$ cat src/rtl/ptw_pkg.sv
package ptw_pkg;
   localparam int ENT_W   = 64;
   localparam int PA_W    = 52;
   localparam int VA_W    = 48;
   localparam int IDX_W   = 9;
   localparam int B_PRES  = 0;
   localparam int B_RW    = 1;
   localparam int B_US    = 2;
   localparam int B_ACC   = 5;
   localparam int B_PS    = 7;
   localparam int B_NX    = 63;

   typedef enum logic [1:0] {ST_IDLE, ST_READ, ST_CHECK, ST_WBACK} walk_state_e;
   typedef enum logic [1:0] {CL_OK, CL_ABSENT, CL_RSVD} ent_class_e;

   // bits from phys_w up to 51 inside the table-address field
   function automatic logic [ENT_W-1:0] above_width_mask(input int phys_w);
      logic [ENT_W-1:0] m;
      m = '0;
      for (int b = 12; b < PA_W; b++) m[b] = (b >= phys_w);
      return m;
   endfunction

   function automatic logic [IDX_W-1:0] level_index(input logic [1:0] lvl,
                                                    input logic [VA_W-1:0] v);
      case (lvl)
         2'd3:    return v[47:39];
         2'd2:    return v[38:30];
         2'd1:    return v[29:21];
         default: return v[20:12];
      endcase
   endfunction
endpackage

$ cat src/rtl/ptw_entry_check.sv
module ptw_entry_check
   import ptw_pkg::*;
#(
   parameter int LONG_PHYS_W = 40,
   parameter int PAE_PHYS_W  = 36,
   parameter bit TOP_PS_RSVD = 1'b1
) (
   input  logic [ENT_W-1:0] entry,
   input  logic [1:0]       lvl,
   input  logic             pae,
   input  logic             nxe,
   output ent_class_e       cls
);
   localparam logic [ENT_W-1:0] HI_LONG  = above_width_mask(LONG_PHYS_W);
   localparam logic [ENT_W-1:0] HI_PAE   = above_width_mask(PAE_PHYS_W);
   localparam logic [ENT_W-1:0] PAE_WIDE = HI_PAE | {1'b1, 11'h7FF, 52'h0};

   generate
      if (LONG_PHYS_W < 32 || LONG_PHYS_W > PA_W) begin : g_bad_long
         $error("LONG_PHYS_W out of range");
      end
      if (PAE_PHYS_W < 32 || PAE_PHYS_W > LONG_PHYS_W) begin : g_bad_pae
         $error("PAE_PHYS_W out of range");
      end
   endgenerate

   logic [ENT_W-1:0] top_extra;
   generate
      if (TOP_PS_RSVD) begin : g_ps_top
         assign top_extra = (lvl == 2'd3) ? (ENT_W'(1) << B_PS) : '0;
      end else begin : g_no_ps_top
         assign top_extra = '0;
      end
   endgenerate

   logic [ENT_W-1:0] rsvd_mask;
   logic             nx_bad, rsvd_hit;

   always_comb begin
      rsvd_mask = pae ? PAE_WIDE : (HI_LONG | top_extra);
      nx_bad    = entry[B_NX] & ~nxe;
      rsvd_hit  = (|(entry & rsvd_mask)) | nx_bad;
      if (!entry[B_PRES])  cls = CL_ABSENT;
      else if (rsvd_hit)   cls = CL_RSVD;
      else                 cls = CL_OK;
   end
endmodule

$ cat src/rtl/ptw_addr_gen.sv
module ptw_addr_gen
   import ptw_pkg::*;
(
   input  logic [PA_W-1:5]  base,
   input  logic [IDX_W-1:0] idx,
   input  logic             pae_root,
   input  logic [PA_W-1:0]  gate,
   output logic [PA_W-1:0]  addr
);
   logic [PA_W-1:0] base_al;
   logic [PA_W-1:0] offs;

   always_comb begin
      base_al = pae_root ? {base[PA_W-1:5], 5'b0} : {base[PA_W-1:12], 12'b0};
      offs    = {{(PA_W-IDX_W-3){1'b0}}, idx, 3'b000};
      addr    = (base_al + offs) & gate;
   end
endmodule

$ cat src/rtl/ptw_walker.sv
module ptw_walker
   import ptw_pkg::*;
#(
   parameter int LONG_PHYS_W = 40,
   parameter int PAE_PHYS_W  = 36
) (
   input  logic             clk,
   input  logic             rst_n,
   input  logic             start,
   input  logic [47:0]      va,
   input  logic [51:0]      root,
   input  logic             pae_mode,
   input  logic             nx_en,
   input  logic [51:0]      gate_mask,
   input  logic             acc_write,
   input  logic             acc_user,
   output logic             busy,
   output logic             done,
   output logic             fault,
   output logic [3:0]       fault_code,
   output logic [51:0]      phys_addr,
   output logic             perm_w,
   output logic             perm_u,
   output logic             perm_xd,
   output logic             mem_req,
   output logic             mem_we,
   output logic [51:0]      mem_addr,
   output logic [63:0]      mem_wdata,
   input  logic             mem_valid,
   input  logic [63:0]      mem_rdata
);
   walk_state_e      state_q;
   logic [1:0]       lvl_q;
   logic [VA_W-1:0]  va_q;
   logic             pae_q, nxe_q, wr_q, us_q;
   logic [PA_W-1:0]  gate_q, addr_q;
   logic [ENT_W-1:0] ent_q;
   logic             pw_q, pu_q, pxd_q, done_q, fault_q;
   logic [3:0]       code_q;
   logic [PA_W-1:0]  pa_q;

   logic [PA_W-1:0]  root_addr, next_addr;
   logic [IDX_W-1:0] root_idx;
   logic [1:0]       lvl_dn;
   ent_class_e       cls;

   assign root_idx = pae_mode ? {7'b0, va[31:30]} : level_index(2'd3, va);
   assign lvl_dn   = lvl_q - 2'd1;

   ptw_addr_gen u_root_gen (
      .base(root[PA_W-1:5]), .idx(root_idx), .pae_root(pae_mode),
      .gate(gate_mask), .addr(root_addr)
   );

   ptw_addr_gen u_next_gen (
      .base(ent_q[PA_W-1:5]), .idx(level_index(lvl_dn, va_q)), .pae_root(1'b0),
      .gate(gate_q), .addr(next_addr)
   );

   ptw_entry_check #(
      .LONG_PHYS_W(LONG_PHYS_W), .PAE_PHYS_W(PAE_PHYS_W), .TOP_PS_RSVD(1'b1)
   ) u_check (
      .entry(ent_q), .lvl(lvl_q), .pae(pae_q), .nxe(nxe_q), .cls(cls)
   );

   logic pointer_lvl;
   assign pointer_lvl = pae_q && (lvl_q == 2'd2);

   always_ff @(posedge clk) begin
      if (!rst_n) begin
         state_q <= ST_IDLE;
         lvl_q   <= '0;
         va_q    <= '0;
         pae_q   <= 1'b0;
         nxe_q   <= 1'b0;
         wr_q    <= 1'b0;
         us_q    <= 1'b0;
         gate_q  <= '0;
         addr_q  <= '0;
         ent_q   <= '0;
         pw_q    <= 1'b0;
         pu_q    <= 1'b0;
         pxd_q   <= 1'b0;
         done_q  <= 1'b0;
         fault_q <= 1'b0;
         code_q  <= '0;
         pa_q    <= '0;
      end else begin
         done_q <= 1'b0;
         case (state_q)
            ST_IDLE: if (start) begin
               va_q    <= va;
               pae_q   <= pae_mode;
               nxe_q   <= nx_en;
               wr_q    <= acc_write;
               us_q    <= acc_user;
               gate_q  <= gate_mask;
               lvl_q   <= pae_mode ? 2'd2 : 2'd3;
               addr_q  <= root_addr;
               pw_q    <= 1'b1;
               pu_q    <= 1'b1;
               pxd_q   <= 1'b0;
               state_q <= ST_READ;
            end
            ST_READ: if (mem_valid) begin
               ent_q   <= mem_rdata;
               state_q <= ST_CHECK;
            end
            ST_CHECK: begin
               case (cls)
                  CL_ABSENT: begin
                     fault_q <= 1'b1;
                     code_q  <= {1'b0, us_q, wr_q, 1'b0};
                     done_q  <= 1'b1;
                     state_q <= ST_IDLE;
                  end
                  CL_RSVD: begin
                     fault_q <= 1'b1;
                     code_q  <= {1'b1, us_q, wr_q, 1'b1};
                     done_q  <= 1'b1;
                     state_q <= ST_IDLE;
                  end
                  default: begin
                     if (!pointer_lvl) begin
                        pw_q <= pw_q & ent_q[B_RW];
                        pu_q <= pu_q & ent_q[B_US];
                     end
                     if (nxe_q) pxd_q <= pxd_q | ent_q[B_NX];
                     if (lvl_q == 2'd0) begin
                        fault_q <= 1'b0;
                        code_q  <= '0;
                        pa_q    <= {ent_q[PA_W-1:12], va_q[11:0]};
                        done_q  <= 1'b1;
                        state_q <= ST_IDLE;
                     end else if (!ent_q[B_ACC]) begin
                        state_q <= ST_WBACK;
                     end else begin
                        addr_q  <= next_addr;
                        lvl_q   <= lvl_dn;
                        state_q <= ST_READ;
                     end
                  end
               endcase
            end
            ST_WBACK: if (mem_valid) begin
               addr_q  <= next_addr;
               lvl_q   <= lvl_dn;
               state_q <= ST_READ;
            end
            default: state_q <= ST_IDLE;
         endcase
      end
   end

   assign busy       = (state_q != ST_IDLE);
   assign done       = done_q;
   assign fault      = fault_q;
   assign fault_code = code_q;
   assign phys_addr  = pa_q;
   assign perm_w     = pw_q;
   assign perm_u     = pu_q;
   assign perm_xd    = pxd_q;
   assign mem_req    = (state_q == ST_READ) || (state_q == ST_WBACK);
   assign mem_we     = (state_q == ST_WBACK);
   assign mem_addr   = addr_q;
   assign mem_wdata  = ent_q | (ENT_W'(1) << B_ACC);

   // no memory traffic while idle
   p_idle_quiet_r1: assert property (@(posedge clk) disable iff (!rst_n)
      !busy |-> !mem_req);

   // request held steady until acknowledged
   p_req_hold_r10: assert property (@(posedge clk) disable iff (!rst_n)
      (mem_req && !mem_valid) |=> (mem_req && $stable(mem_addr) && $stable(mem_we)));

   // completion is a single-cycle pulse
   p_done_pulse_r10: assert property (@(posedge clk) disable iff (!rst_n)
      done |=> !done);

   // a reserved fault always reports the entry as present
   p_rsvd_present_r4: assert property (@(posedge clk) disable iff (!rst_n)
      (done && fault && fault_code[3]) |-> fault_code[0]);

   // write-back targets the address that was just read
   p_wb_same_addr_r8: assert property (@(posedge clk) disable iff (!rst_n)
      $rose(mem_we) |-> $stable(mem_addr));

   // three-level layout never yields execute-disable
   p_pae_no_xd_r7: assert property (@(posedge clk) disable iff (!rst_n)
      (done && !fault && pae_q) |-> !perm_xd);
endmodule

$ cat config.mk
export PLATFORM = sky130hd
export DESIGN_NAME = ptw_walker
export DESIGN_NICKNAME = d
export VERILOG_FILES = /design/src/rtl/ptw_pkg.sv /design/src/rtl/ptw_entry_check.sv /design/src/rtl/ptw_addr_gen.sv /design/src/rtl/ptw_walker.sv
export SDC_FILE = /design/constraint.sdc
export NUM_CORES = 1
export LEC_CHECK = 0
export BUFFER_PORTS_ARGS = -buffer_cell sky130_fd_sc_hd__buf_2
export CORE_MARGIN = 5
export CORE_UTILIZATION = 45
export DETAILED_ROUTE_END_ITERATION = 16
export HOLD_SLACK_MARGIN = 0.15
export PLACE_DENSITY = 0.72
export SYNTH_ARGS = -nofsm -noshare
export SYNTH_HDL_FRONTEND = slang
export SYNTH_SLANG_ARGS = --single-unit
$ cat constraint.sdc
create_clock -name clk -period 2.8 [get_ports clk]
set_input_delay 0.56 -clock clk [delete_from_list [all_inputs] [get_ports clk]]
set_output_delay 0.56 -clock clk [all_outputs]
set_load 0.03 [all_outputs]
==> impl_metrics.xml, run 1 <==
<?xml version="1.0" encoding="UTF-8"?>
<metrics>
  <group name="min_path">
    <metric name="hold_path_depth" unit="">3</metric>
    <metric name="min-delay-start" unit="">mem_rdata[29]</metric>
    <metric name="hold-path-endpoint" unit="">ent_q[29]</metric>
    <metric name="hold_path_class" unit="">input port to register</metric>
  </group>
  <group name="pwr">
    <metric name="switch_share" unit="%">31.4</metric>
    <metric name="total_leakage_power" unit="uW">0.00687</metric>
    <metric name="share_seq_of_total_power" unit="%">41.6</metric>
    <metric name="cell_internal_power" unit="uW">7530</metric>
    <metric name="power_per_cell_area" unit="nW/um^2">724</metric>
    <metric name="power.share.clock" unit="%">36.2</metric>
    <metric name="vdd_drop_max" unit="uV">513</metric>
    <metric name="switching_power" unit="uW">3440</metric>
    <metric name="share_comb_of_total_power" unit="%">22.2</metric>
  </group>
  <group name="die">
    <metric name="die-height" unit="um">176</metric>
    <metric name="coreArea" unit="sq um">27000</metric>
    <metric name="floorplan.die.width" unit="um">176</metric>
    <metric name="fp.dieArea" unit="sq um">30900</metric>
    <metric name="floorplan.initialDensity" unit="%">45.8</metric>
    <metric name="ioPinCount" unit="">404</metric>
    <metric name="number_of_placement_rows" unit="">60</metric>
  </group>
  <group name="layout">
    <metric name="final.fill_count" unit="">2503</metric>
    <metric name="postLayoutCellArea" unit="sq um">15200</metric>
    <metric name="num-nets-final" unit="">1999</metric>
    <metric name="post_route_cells_drive_above_1_share" unit="%">26.9</metric>
    <metric name="layout-area-overhead-vs-synth" unit="%">22.5</metric>
  </group>
  <group name="route">
    <metric name="num_vias" unit="">11600</metric>
    <metric name="final_routed_wirelength" unit="um">39500</metric>
    <metric name="detail_route.wl_per_cell" unit="um">18.6</metric>
    <metric name="drt_pre_antenna_iters" unit="">5</metric>
    <metric name="ant_nets" unit="">0</metric>
    <metric name="drt-initial-drc-count" unit="">788</metric>
    <metric name="drc_errors" unit="">0</metric>
    <metric name="drt-vias-per-instance" unit="">5.44</metric>
  </group>
  <group name="cts">
    <metric name="htreeDepth" unit="">1</metric>
    <metric name="clk_pin_slew" unit="ps">60</metric>
    <metric name="cts_inserted_buffers" unit="">30</metric>
    <metric name="cts_sinks" unit="">278</metric>
    <metric name="clock_tree_from_tritoncts" unit="">built</metric>
    <metric name="post_cts.repair.setup_buffers" unit="">0</metric>
    <metric name="worstSkewPairLatency" unit="ps">550</metric>
    <metric name="cts-root-to-sink-buffers" unit="">3</metric>
    <metric name="clk_root_buffer_cell" unit="">clkbuf_16</metric>
    <metric name="cts-resized-gates" unit="">0</metric>
    <metric name="cts.hold.buffers_added" unit="">0</metric>
  </group>
  <group name="worst_setup_path">
    <metric name="r2r.worst_path.cells" unit="">8</metric>
    <metric name="rrSetupSlack" unit="ps">310</metric>
    <metric name="rr_startpoint" unit="">lvl_q[0]</metric>
    <metric name="startpoint_type_of_the_worst_setup_path" unit="">register</metric>
    <metric name="timing.critical_path.required" unit="ps">3260</metric>
    <metric name="setup.worst_path.class" unit="">register to register</metric>
    <metric name="worstPathArrival" unit="ps">2950</metric>
    <metric name="cp_max_fo" unit="">62</metric>
    <metric name="worstReg2RegEnd" unit="">mem_addr[21]</metric>
    <metric name="critical_path.endpoint_type" unit="">register</metric>
  </group>
  <group name="grt">
    <metric name="grt_pass1_vias" unit="">11100</metric>
    <metric name="grt_overflow" unit="">0</metric>
    <metric name="maximum_number_of_pins_on_one_net_before_global_route_repair" unit="">72</metric>
    <metric name="antenna_found_initial" unit="">4</metric>
    <metric name="grt_pass1_wl" unit="um">61000</metric>
    <metric name="grtUsageTotal" unit="%">24.3</metric>
  </group>
  <group name="logic_synthesis">
    <metric name="dominantRegCellSynth" unit="">dfxtp_1</metric>
    <metric name="synthDominantCellAreaShare" unit="%">45.0</metric>
    <metric name="postSynth.asyncResetShare" unit="%">0</metric>
    <metric name="synth.avg_cell_area" unit="sq um">8.30</metric>
    <metric name="synth.cell_area" unit="sq um">12400</metric>
    <metric name="post_synth_inst_count" unit="">1490</metric>
    <metric name="synth.distinct_cells" unit="">58</metric>
    <metric name="yosys_warnings" unit="">0</metric>
    <metric name="yosysMostFrequentCell" unit="">nand2_1</metric>
    <metric name="synth.top_cells.by_area" unit="">dfxtp_1 45%, nand2_1 14%, a21boi_0 10%</metric>
    <metric name="synth_edf_count" unit="">0</metric>
    <metric name="post_synth_most_frequent_cells" unit="">455 x nand2_1, 278 x dfxtp_1, 167 x a21boi_0</metric>
    <metric name="synth_area_leader_cell" unit="">dfxtp_1</metric>
    <metric name="synth.ff_latch_count" unit="">278</metric>
    <metric name="sequential_cell_area_fraction_in_the_yosys_report" unit="%">45.0</metric>
  </group>
  <group name="status">
    <metric name="result_of_the_run" unit="">completed</metric>
  </group>
  <group name="placed_design">
    <metric name="dpl-instance-area" unit="sq um">14200</metric>
    <metric name="hpwl" unit="um">28300</metric>
    <metric name="io_buffers" unit="">391</metric>
    <metric name="place_congestion" unit="">0.859</metric>
  </group>
  <group name="sta">
    <metric name="setup_total_negative_slack" unit="ps">0</metric>
    <metric name="fmax" unit="MHz">402</metric>
    <metric name="clock-skew-final" unit="ps">15.6</metric>
    <metric name="worst-slew-pin-transition" unit="ps">859</metric>
    <metric name="finalHoldViolations" unit="">0</metric>
    <metric name="rsz0062_at_grt" unit="">false</metric>
    <metric name="finalSetupViolCount" unit="">0</metric>
    <metric name="drv_slew" unit="">0</metric>
    <metric name="final_period_minus_worst_setup_slack" unit="ps">2490</metric>
    <metric name="timing.max_slew.rel_slack" unit="%">42.7</metric>
    <metric name="timing.final.crit_share" unit="%">88.8</metric>
  </group>
  <group name="run">
    <metric name="timing.max_cap.violations" unit="">0</metric>
  </group>
</metrics>
-- critical path, stage by stage (launching register included) --
cell	delay, ps
dfxtp_1	340
ha_1	390
and2_1	270
a221oi_4	260
nand4_2	210
a21oi_4	270
buf_12	270
o21ai_0	130
a31oi_1	190
-- how the worst max path moves through the flow --
stage                     startpoint           end  cells after the start  slack, ps
after floorplan           state_q[0]  mem_addr[49]                      9        680
after global placement      lvl_q[0]  mem_addr[44]                      8        410
after detailed placement    lvl_q[0]  mem_addr[21]                      8        370
after CTS                   lvl_q[0]  mem_addr[21]                      8        340
after global routing        lvl_q[0]  mem_addr[21]                      8        120
final                       lvl_q[0]  mem_addr[21]                      8        310
-- metrics by stage --
step	hold WS, ps	total power [uW]	utilization, %	instances	worst slack [ps]
floorplan	431	6250	-	1493	682
global placement	435	7030	52.4	2074	414
detailed placement	443	7080	52.4	2074	365
CTS	234	11000	56.0	2127	341
global route	246	11500	56.1	2130	119
finish	248	11000	56.1	2130	315
-- cells in the final DEF, fill, tap and decap left out, types with 4 or more instances in the layout --
cell type | Yosys | final
o2111ai_1 | 6 | 6
nand2_1 | 455 | 453
nor4_1 | 9 | 9
a222oi_1 | 9 | 9
nand3_1 | 104 | 104
nor2_1 | 18 | 17
xor2_1 | 7 | 7
clkbuf_16 | 0 | 31
or4_1 | 4 | 4
clkbuf_1 | 81 | 10
o21ai_1 | 5 | 5
a21oi_1 | 9 | 9
inv_1 | 8 | 8
nor3_1 | 4 | 4
buf_2 | 8 | 390
dfxtp_1 | 278 | 278
clkbuf_8 | 0 | 7
mux2i_1 | 12 | 12
a31oi_1 | 19 | 19
and3_1 | 21 | 21
o211ai_1 | 7 | 7
o21ai_0 | 18 | 18
o221ai_1 | 5 | 5
buf_12 | 0 | 12
o211a_1 | 31 | 31
ha_1 | 10 | 10
buf_4 | 73 | 12
nand4_1 | 13 | 13
nand2b_1 | 5 | 5
a21boi_1 | 41 | 41
xnor2_1 | 5 | 5
conb_1 | 2 | 5
a21boi_0 | 167 | 167
-- routing by layer --
| layer | GRT usage [%] | vias to the layer above | wire, um |
|---|---|---|---|
| li1 | - | 5581 | - |
| met1 | 30.8 | 5438 | 16300 |
| met2 | 40.9 | 493 | 18600 |
| met3 | 5.83 | 77 | 3420 |
| met4 | 7.96 | 2 | 1220 |
| met5 | 0 | - | 13 |
-- area by class of cell --
cell class              count  area, sq um  share of cell area [%]
diodes                      3         7.51                  0.0495
flip-flops and latches    278         5570                    36.7
well taps                 341          427                    2.82
clock inverters             5         81.3                   0.537
clock buffers              48          910                    6.00
inverters                   9         33.8                   0.223
repair buffers            415         2290                    15.1
multi-input cells        1031         5840                    38.5
-- flip-flops by register name, indices dropped and copies added (netlist names) --
signal	flops
done	1
ent_q	64
fault	1
fault_code	3
gate_q	49
lvl_q	2
mem_addr	49
nxe_q	1
pae_q	1
perm_u	1
perm_w	1
perm_xd	1
phys_addr	52
state_q	2
us_q	1
va_q	48
wr_q	1
-- cell families (layout without fill, tap and decap cells) --
kind of cell | count (synthesis) | after routing | share of synthesized area (%)
fa+ha+maj | 10 | 10 | 1.01
other cells | 2 | 8 | 0.0607
mux | 13 | 13 | 1.06
flops | 278 | 278 | 45.0
simple gates | 656 | 656 | 23.1
compound gates | 335 | 335 | 20.7
buf+inv | 184 | 477 | 8.18
xor+xnor | 12 | 12 | 0.850
-- power by group through the flow --
stage	logic, uW	registers, uW	clock network [uW]
floorplan	1320	4930	0
global placement	2390	4640	0
detailed placement	2430	4650	0
CTS	2440	4560	4040
global route	2640	4610	4230
finish	2430	4570	3970
(Power assumes the default switching activity.)
==> inputs of run 2 (changes only) <==
--- a/config.mk
+++ b/config.mk
@@ -6,11 +6,13 @@
 export NUM_CORES = 1
 export LEC_CHECK = 0
 export BUFFER_PORTS_ARGS = -buffer_cell sky130_fd_sc_hd__buf_2
+export CELL_PAD_IN_SITES_DETAIL_PLACEMENT = 0
+export CELL_PAD_IN_SITES_GLOBAL_PLACEMENT = 1
 export CORE_MARGIN = 5
-export CORE_UTILIZATION = 45
+export CORE_UTILIZATION = 37
 export DETAILED_ROUTE_END_ITERATION = 16
 export HOLD_SLACK_MARGIN = 0.15
-export PLACE_DENSITY = 0.72
+export PLACE_DENSITY_LB_ADDON = 0.1
 export SYNTH_ARGS = -nofsm -noshare
 export SYNTH_HDL_FRONTEND = slang
 export SYNTH_SLANG_ARGS = --single-unit
==> run 2 against run 1 <==
  * Global-route usage fell by 2.5 points
  * Clock skew fell by 4.5 ps
  * Final cell count rose by 5.7%
  * Critical path depth fell by 1
  * Fmax rose by 3.3%
  * Wire length rose by 7.3%
  * Register-to-register slack improved by 80 ps
  * Clock-buffer cell count rose by 5
  * Combinational power barely moved
  * Design area rose by 2.0%
  * Largest power group unchanged
  * Highest routed layer unchanged
==> impl_metrics.xml, run 2 (synthesized netlist as in run 1, its figures left out) <==
<?xml version="1.0" encoding="UTF-8"?>
<metrics>
  <group name="sta">
    <metric name="timing.max_slew.rel_slack" unit="%">44.0</metric>
    <metric name="rsz0062_at_grt" unit="">false</metric>
    <metric name="setup_total_negative_slack" unit="ps">0</metric>
    <metric name="fmax" unit="MHz">416</metric>
    <metric name="final_period_minus_worst_setup_slack" unit="ps">2410</metric>
    <metric name="clock-skew-final" unit="ps">11.1</metric>
    <metric name="finalSetupViolCount" unit="">0</metric>
    <metric name="drv_slew" unit="">0</metric>
    <metric name="worst-slew-pin-transition" unit="ps">840</metric>
    <metric name="finalHoldViolations" unit="">0</metric>
    <metric name="timing.final.crit_share" unit="%">86.0</metric>
    <metric name="timing.final.ws_setup" unit="ps">393</metric>
  </group>
  <group name="route">
    <metric name="drc_errors" unit="">0</metric>
    <metric name="drt_pre_antenna_iters" unit="">5</metric>
    <metric name="drt-vias-per-instance" unit="">5.03</metric>
    <metric name="drt-initial-drc-count" unit="">546</metric>
    <metric name="ant_nets" unit="">0</metric>
    <metric name="final_routed_wirelength" unit="um">42400</metric>
    <metric name="num_vias" unit="">11300</metric>
    <metric name="detail_route.wl_per_cell" unit="um">18.8</metric>
  </group>
  <group name="grt">
    <metric name="grt_pass1_vias" unit="">11000</metric>
    <metric name="grtUsageTotal" unit="%">21.8</metric>
    <metric name="maximum_number_of_pins_on_one_net_before_global_route_repair" unit="">75</metric>
    <metric name="grt_pass1_wl" unit="um">63600</metric>
    <metric name="antenna_found_initial" unit="">14</metric>
    <metric name="grt_overflow" unit="">0</metric>
  </group>
  <group name="die">
    <metric name="die-height" unit="um">193</metric>
    <metric name="coreArea" unit="sq um">33300</metric>
    <metric name="floorplan.die.width" unit="um">193</metric>
    <metric name="number_of_placement_rows" unit="">67</metric>
    <metric name="floorplan.initialDensity" unit="%">37.2</metric>
    <metric name="fp.dieArea" unit="sq um">37200</metric>
    <metric name="ioPinCount" unit="">404</metric>
  </group>
  <group name="cts">
    <metric name="worstSkewPairLatency" unit="ps">500</metric>
    <metric name="cts_inserted_buffers" unit="">34</metric>
    <metric name="htreeDepth" unit="">2</metric>
    <metric name="cts-resized-gates" unit="">0</metric>
    <metric name="post_cts.repair.setup_buffers" unit="">0</metric>
    <metric name="cts_sinks" unit="">278</metric>
    <metric name="clk_root_buffer_cell" unit="">clkbuf_16</metric>
    <metric name="clk_pin_slew" unit="ps">60</metric>
    <metric name="cts-root-to-sink-buffers" unit="">3</metric>
    <metric name="clock_tree_from_tritoncts" unit="">built</metric>
    <metric name="cts.hold.buffers_added" unit="">0</metric>
  </group>
  <group name="layout">
    <metric name="largest_reg_flops" unit="">64</metric>
    <metric name="post_route_cells_drive_above_1_share" unit="%">27.6</metric>
    <metric name="final_common_cell" unit="">nand2_1</metric>
    <metric name="num-nets-final" unit="">2007</metric>
    <metric name="layout-area-overhead-vs-synth" unit="%">24.9</metric>
    <metric name="postLayoutCellArea" unit="sq um">15500</metric>
    <metric name="registers.top_by_ff_count" unit="">ent_q</metric>
    <metric name="finish.cell_count_without_fillers" unit="">2252</metric>
    <metric name="most_used_cells_in_the_layout_excluding_fill_and_tap_cells" unit="">453 x nand2_1, 390 x buf_2, 278 x dfxtp_1</metric>
  </group>
  <group name="pwr">
    <metric name="vdd_drop_max" unit="uV">378</metric>
    <metric name="power_per_cell_area" unit="nW/um^2">737</metric>
    <metric name="finalPower" unit="uW">11400</metric>
    <metric name="total_leakage_power" unit="uW">0.00697</metric>
  </group>
  <group name="placed_design">
    <metric name="placed_cells" unit="">2185</metric>
    <metric name="hpwl" unit="um">30100</metric>
    <metric name="io_buffers" unit="">391</metric>
    <metric name="dpl-instance-area" unit="sq um">14300</metric>
    <metric name="dp_slack" unit="ps">386</metric>
    <metric name="place_congestion" unit="">0.810</metric>
  </group>
  <group name="worst_setup_path">
    <metric name="startpoint_type_of_the_worst_setup_path" unit="">register</metric>
    <metric name="worstPathArrival" unit="ps">2800</metric>
    <metric name="critical_path.endpoint_type" unit="">register</metric>
    <metric name="setup.worst_path.class" unit="">register to register</metric>
    <metric name="cp_max_fo" unit="">26</metric>
    <metric name="timing.critical_path.required" unit="ps">3200</metric>
  </group>
  <group name="status">
    <metric name="result_of_the_run" unit="">completed</metric>
  </group>
  <group name="run">
    <metric name="timing.max_cap.violations" unit="">0</metric>
  </group>
  <group name="min_path">
    <metric name="hold_path_class" unit="">input port to register</metric>
  </group>
</metrics>
==> run 2: cell count changes in the layout (fill, tap and decap cells not counted), moves of 2 or more <==
cell	previous run	this run
clkbuf_8	7	11
diode_2	3	8
buf_12	12	10
clkbuf_16	31	37
clkbuf_1	10	5
buf_4	12	18
clkinv_2	1	4
bufinv_16	2	0
==> run 2: per-stage QoR <==
step	utilization [%]	hold slack (ps)
after global placement	43.0	437
after floorplan	-	431
after global routing	46.4	294
after detailed placement	43.0	443
final	46.4	303
after CTS	46.4	280
==> run 2: metal layers <==
layer	vias up	global-route usage, %	wire [um]
met4	14	6.23	1040
li1	5611	-	-
met2	344	35.3	19200
met5	-	0	98
met1	5285	28.3	18800
met3	73	6.39	3260
==> run 2: worst max-delay path, stage by stage, from the launching register on <==
cell	delay [ps]
dfxtp_1	340
or4_1	530
nor2_1	310
nand4_2	230
a21oi_4	290
buf_4	340
nand3_1	120
o211a_1	140
==> run 2: cell type report <==
| class | instances | area (sq um) |
|---|---|---|
| diodes | 8 | 20.0 |
| clock buffers | 53 | 1100 |
| clock inverters | 6 | 35.0 |
| fillers | 3418 | 17800 |
| inverters | 9 | 33.8 |
| multi-input cells | 1031 | 5840 |
| flip-flops and latches | 278 | 5570 |
| well taps | 448 | 561 |
| repair buffers | 419 | 2300 |
==> run 2: report_power, final <==
| part | leakage [uW] | switching [uW] | internal, uW | total, uW |
|---|---|---|---|---|
| combinational | 0.00414 | 1640 | 805 | 2450 |
| clock | 0.000557 | 1680 | 2680 | 4370 |
| sequential | 0.00227 | 234 | 4340 | 4570 |
| total | 0.00697 | 3560 | 7820 | 11400 |
==> run 2: path summary, 6_finish.rpt <==
check                start      endpoint  slack, ps  cells past startpoint
min reg2reg   phys_addr[7]  phys_addr[7]        450                      2
max reg2reg      ent_q[42]  mem_addr[40]        390                      7
min          mem_rdata[18]     ent_q[18]        300                      3
max              ent_q[42]  mem_addr[40]        390                      7
==> inputs of run 3 (changes only) <==
--- a/config.mk
+++ b/config.mk
@@ -13,6 +13,7 @@
 export DETAILED_ROUTE_END_ITERATION = 16
 export HOLD_SLACK_MARGIN = 0.15
 export PLACE_DENSITY_LB_ADDON = 0.1
+export RECOVER_POWER = 100
 export SYNTH_ARGS = -nofsm -noshare
 export SYNTH_HDL_FRONTEND = slang
 export SYNTH_SLANG_ARGS = --single-unit
==> run 3 against run 2 <==
  * Design area fell by 1.6%
  * Global-route usage unchanged
  * First-iteration DRC count decreased by 2.0%
  * Non-clock buffer count unchanged
  * Clock power is essentially flat
  * Critical path type unchanged
  * Worst setup slack worse by 81 ps
  * Final cell count barely moved
==> impl_metrics.xml, run 3 (synthesized netlist as in run 1, its figures left out) <==
<?xml version="1.0" encoding="UTF-8"?>
<metrics>
  <group name="cts">
    <metric name="clock_tree_from_tritoncts" unit="">built</metric>
    <metric name="cts.hold.buffers_added" unit="">0</metric>
    <metric name="cts_sinks" unit="">278</metric>
    <metric name="cts_inserted_buffers" unit="">34</metric>
    <metric name="worstSkewPairLatency" unit="ps">500</metric>
    <metric name="cts-root-to-sink-buffers" unit="">3</metric>
    <metric name="clk_pin_slew" unit="ps">60</metric>
    <metric name="cts-resized-gates" unit="">0</metric>
    <metric name="clk_root_buffer_cell" unit="">clkbuf_16</metric>
    <metric name="htreeDepth" unit="">2</metric>
    <metric name="post_cts.repair.setup_buffers" unit="">0</metric>
  </group>
  <group name="die">
    <metric name="number_of_placement_rows" unit="">67</metric>
    <metric name="ioPinCount" unit="">404</metric>
    <metric name="floorplan.die.width" unit="um">193</metric>
    <metric name="fp.dieArea" unit="sq um">37200</metric>
    <metric name="die-height" unit="um">193</metric>
    <metric name="coreArea" unit="sq um">33300</metric>
    <metric name="floorplan.initialDensity" unit="%">37.2</metric>
  </group>
  <group name="sta">
    <metric name="timing.max_slew.rel_slack" unit="%">31.6</metric>
    <metric name="drv_slew" unit="">0</metric>
    <metric name="final_period_minus_worst_setup_slack" unit="ps">2490</metric>
    <metric name="finalHoldViolations" unit="">0</metric>
    <metric name="fmax" unit="MHz">402</metric>
    <metric name="timing.final.crit_share" unit="%">88.8</metric>
    <metric name="setup_total_negative_slack" unit="ps">0</metric>
    <metric name="rsz0062_at_grt" unit="">false</metric>
    <metric name="finalSetupViolCount" unit="">0</metric>
    <metric name="clock-skew-final" unit="ps">10.8</metric>
    <metric name="worst-slew-pin-transition" unit="ps">1030</metric>
  </group>
  <group name="placed_design">
    <metric name="place_congestion" unit="">0.810</metric>
    <metric name="hpwl" unit="um">30100</metric>
    <metric name="io_buffers" unit="">391</metric>
    <metric name="dpl-instance-area" unit="sq um">14300</metric>
  </group>
  <group name="worst_setup_path">
    <metric name="timing.critical_path.slowest_cell_delay" unit="ps">610</metric>
    <metric name="worstPathArrival" unit="ps">2880</metric>
    <metric name="setup.worst_path.class" unit="">register to register</metric>
    <metric name="critical_path.slowest_cell" unit="">or4_1</metric>
    <metric name="critical_path.endpoint_type" unit="">register</metric>
    <metric name="cp_max_fo" unit="">26</metric>
    <metric name="startpoint_type_of_the_worst_setup_path" unit="">register</metric>
    <metric name="timing.critical_path.required" unit="ps">3190</metric>
    <metric name="crit_chain" unit="">or4_1, a221oi_4, nand4_1, a21oi_4, buf_4, nand3_1, o211a_1</metric>
  </group>
  <group name="route">
    <metric name="ant_nets" unit="">0</metric>
    <metric name="drt_pre_antenna_iters" unit="">5</metric>
    <metric name="drt-vias-per-instance" unit="">5.02</metric>
    <metric name="drt-initial-drc-count" unit="">535</metric>
    <metric name="num_vias" unit="">11300</metric>
    <metric name="drc_errors" unit="">0</metric>
    <metric name="detail_route.wl_per_cell" unit="um">18.9</metric>
    <metric name="final_routed_wirelength" unit="um">42500</metric>
  </group>
  <group name="layout">
    <metric name="num-nets-final" unit="">2007</metric>
    <metric name="most_used_cells_in_the_layout_excluding_fill_and_tap_cells" unit="">454 x nand2_1, 278 x dfxtp_1, 214 x buf_2</metric>
    <metric name="final_common_cell" unit="">nand2_1</metric>
    <metric name="layout-area-overhead-vs-synth" unit="%">22.9</metric>
    <metric name="post_route_cells_drive_above_1_share" unit="%">17.5</metric>
    <metric name="registers.top_by_ff_count" unit="">ent_q</metric>
    <metric name="largest_reg_flops" unit="">64</metric>
    <metric name="postLayoutCellArea" unit="sq um">15200</metric>
  </group>
  <group name="status">
    <metric name="result_of_the_run" unit="">completed</metric>
  </group>
  <group name="grt">
    <metric name="grtUsageTotal" unit="%">21.8</metric>
    <metric name="grt_pass1_vias" unit="">11000</metric>
    <metric name="antenna_found_initial" unit="">14</metric>
    <metric name="maximum_number_of_pins_on_one_net_before_global_route_repair" unit="">75</metric>
    <metric name="grt_pass1_wl" unit="um">63600</metric>
    <metric name="grt_overflow" unit="">0</metric>
  </group>
  <group name="min_path">
    <metric name="hold_path_class" unit="">input port to register</metric>
  </group>
  <group name="pwr">
    <metric name="total_leakage_power" unit="uW">0.00620</metric>
    <metric name="power_per_cell_area" unit="nW/um^2">744</metric>
    <metric name="finalPower" unit="uW">11300</metric>
    <metric name="vdd_drop_max" unit="uV">377</metric>
  </group>
  <group name="run">
    <metric name="timing.max_cap.violations" unit="">0</metric>
  </group>
</metrics>
[run 3: changes by cell type in the layout (fill, tap and decap cells not counted), moves of 3 or more]
cell	previous run	this run
buf_2	390	214
o21ai_1	5	2
o21ai_0	18	21
a21boi_1	41	1
clkbuf_1	5	181
a21boi_0	167	207
[run 3: power breakdown]
group | internal [uW] | total, uW | switching (uW)
Clock | 2680 | 4370 | 1690
Sequential | 4340 | 4580 | 240
Combinational | 725 | 2370 | 1640
[run 3: layout make-up]
type	instances	area [sq um]
diodes	9	22.5
clock buffers	53	1100
clock inverters	6	35.0
fillers	3507	18100
inverters	9	33.8
multi-input cells	1031	5830
flip-flops and latches	278	5570
well taps	448	561
repair buffers	419	2060
[run 3: critical path: cells and delay by family, from the launching register on]
family                 cells  cell delay (ps)
AND/OR/NAND/NOR            3              980
AO/OA/AOI/OAI              3              690
flip-flops                 1              360
buffers and inverters      1              340
[run 3: layer usage]
metal / share of wire [%] / vias up / wire (um) / track usage [%]
li1: - / 5618 / - / -
met1: 44 / 5264 / 18900 / 28.3
met2: 45 / 335 / 19200 / 35.3
met3: 7.8 / 71 / 3320 / 6.39
met4: 2.6 / 14 / 1090 / 6.23
met5: 0.22 / - / 92 / 0
[run 3: final timing paths]
check	slack (ps)	from	endpoint	depth (start not counted)
setup / recovery	310	ent_q[40]	mem_addr[46]	7
hold / removal	300	mem_rdata[18]	ent_q[18]	3
setup reg to reg	310	ent_q[40]	mem_addr[46]	7
hold reg to reg	450	va_q[1]	phys_addr[1]	2
[run 3: stage by stage]
stage / util, % / worst slack, ps / instances / hold WS, ps
after global placement: 43.0 / 405 / 2185 / 437
final: 45.7 / 313 / 2253 / 301
after CTS: 46.4 / 369 / 2244 / 280
after global routing: 45.6 / 153 / 2248 / 294
after floorplan: - / 682 / 1493 / 431
after detailed placement: 43.0 / 386 / 2185 / 443
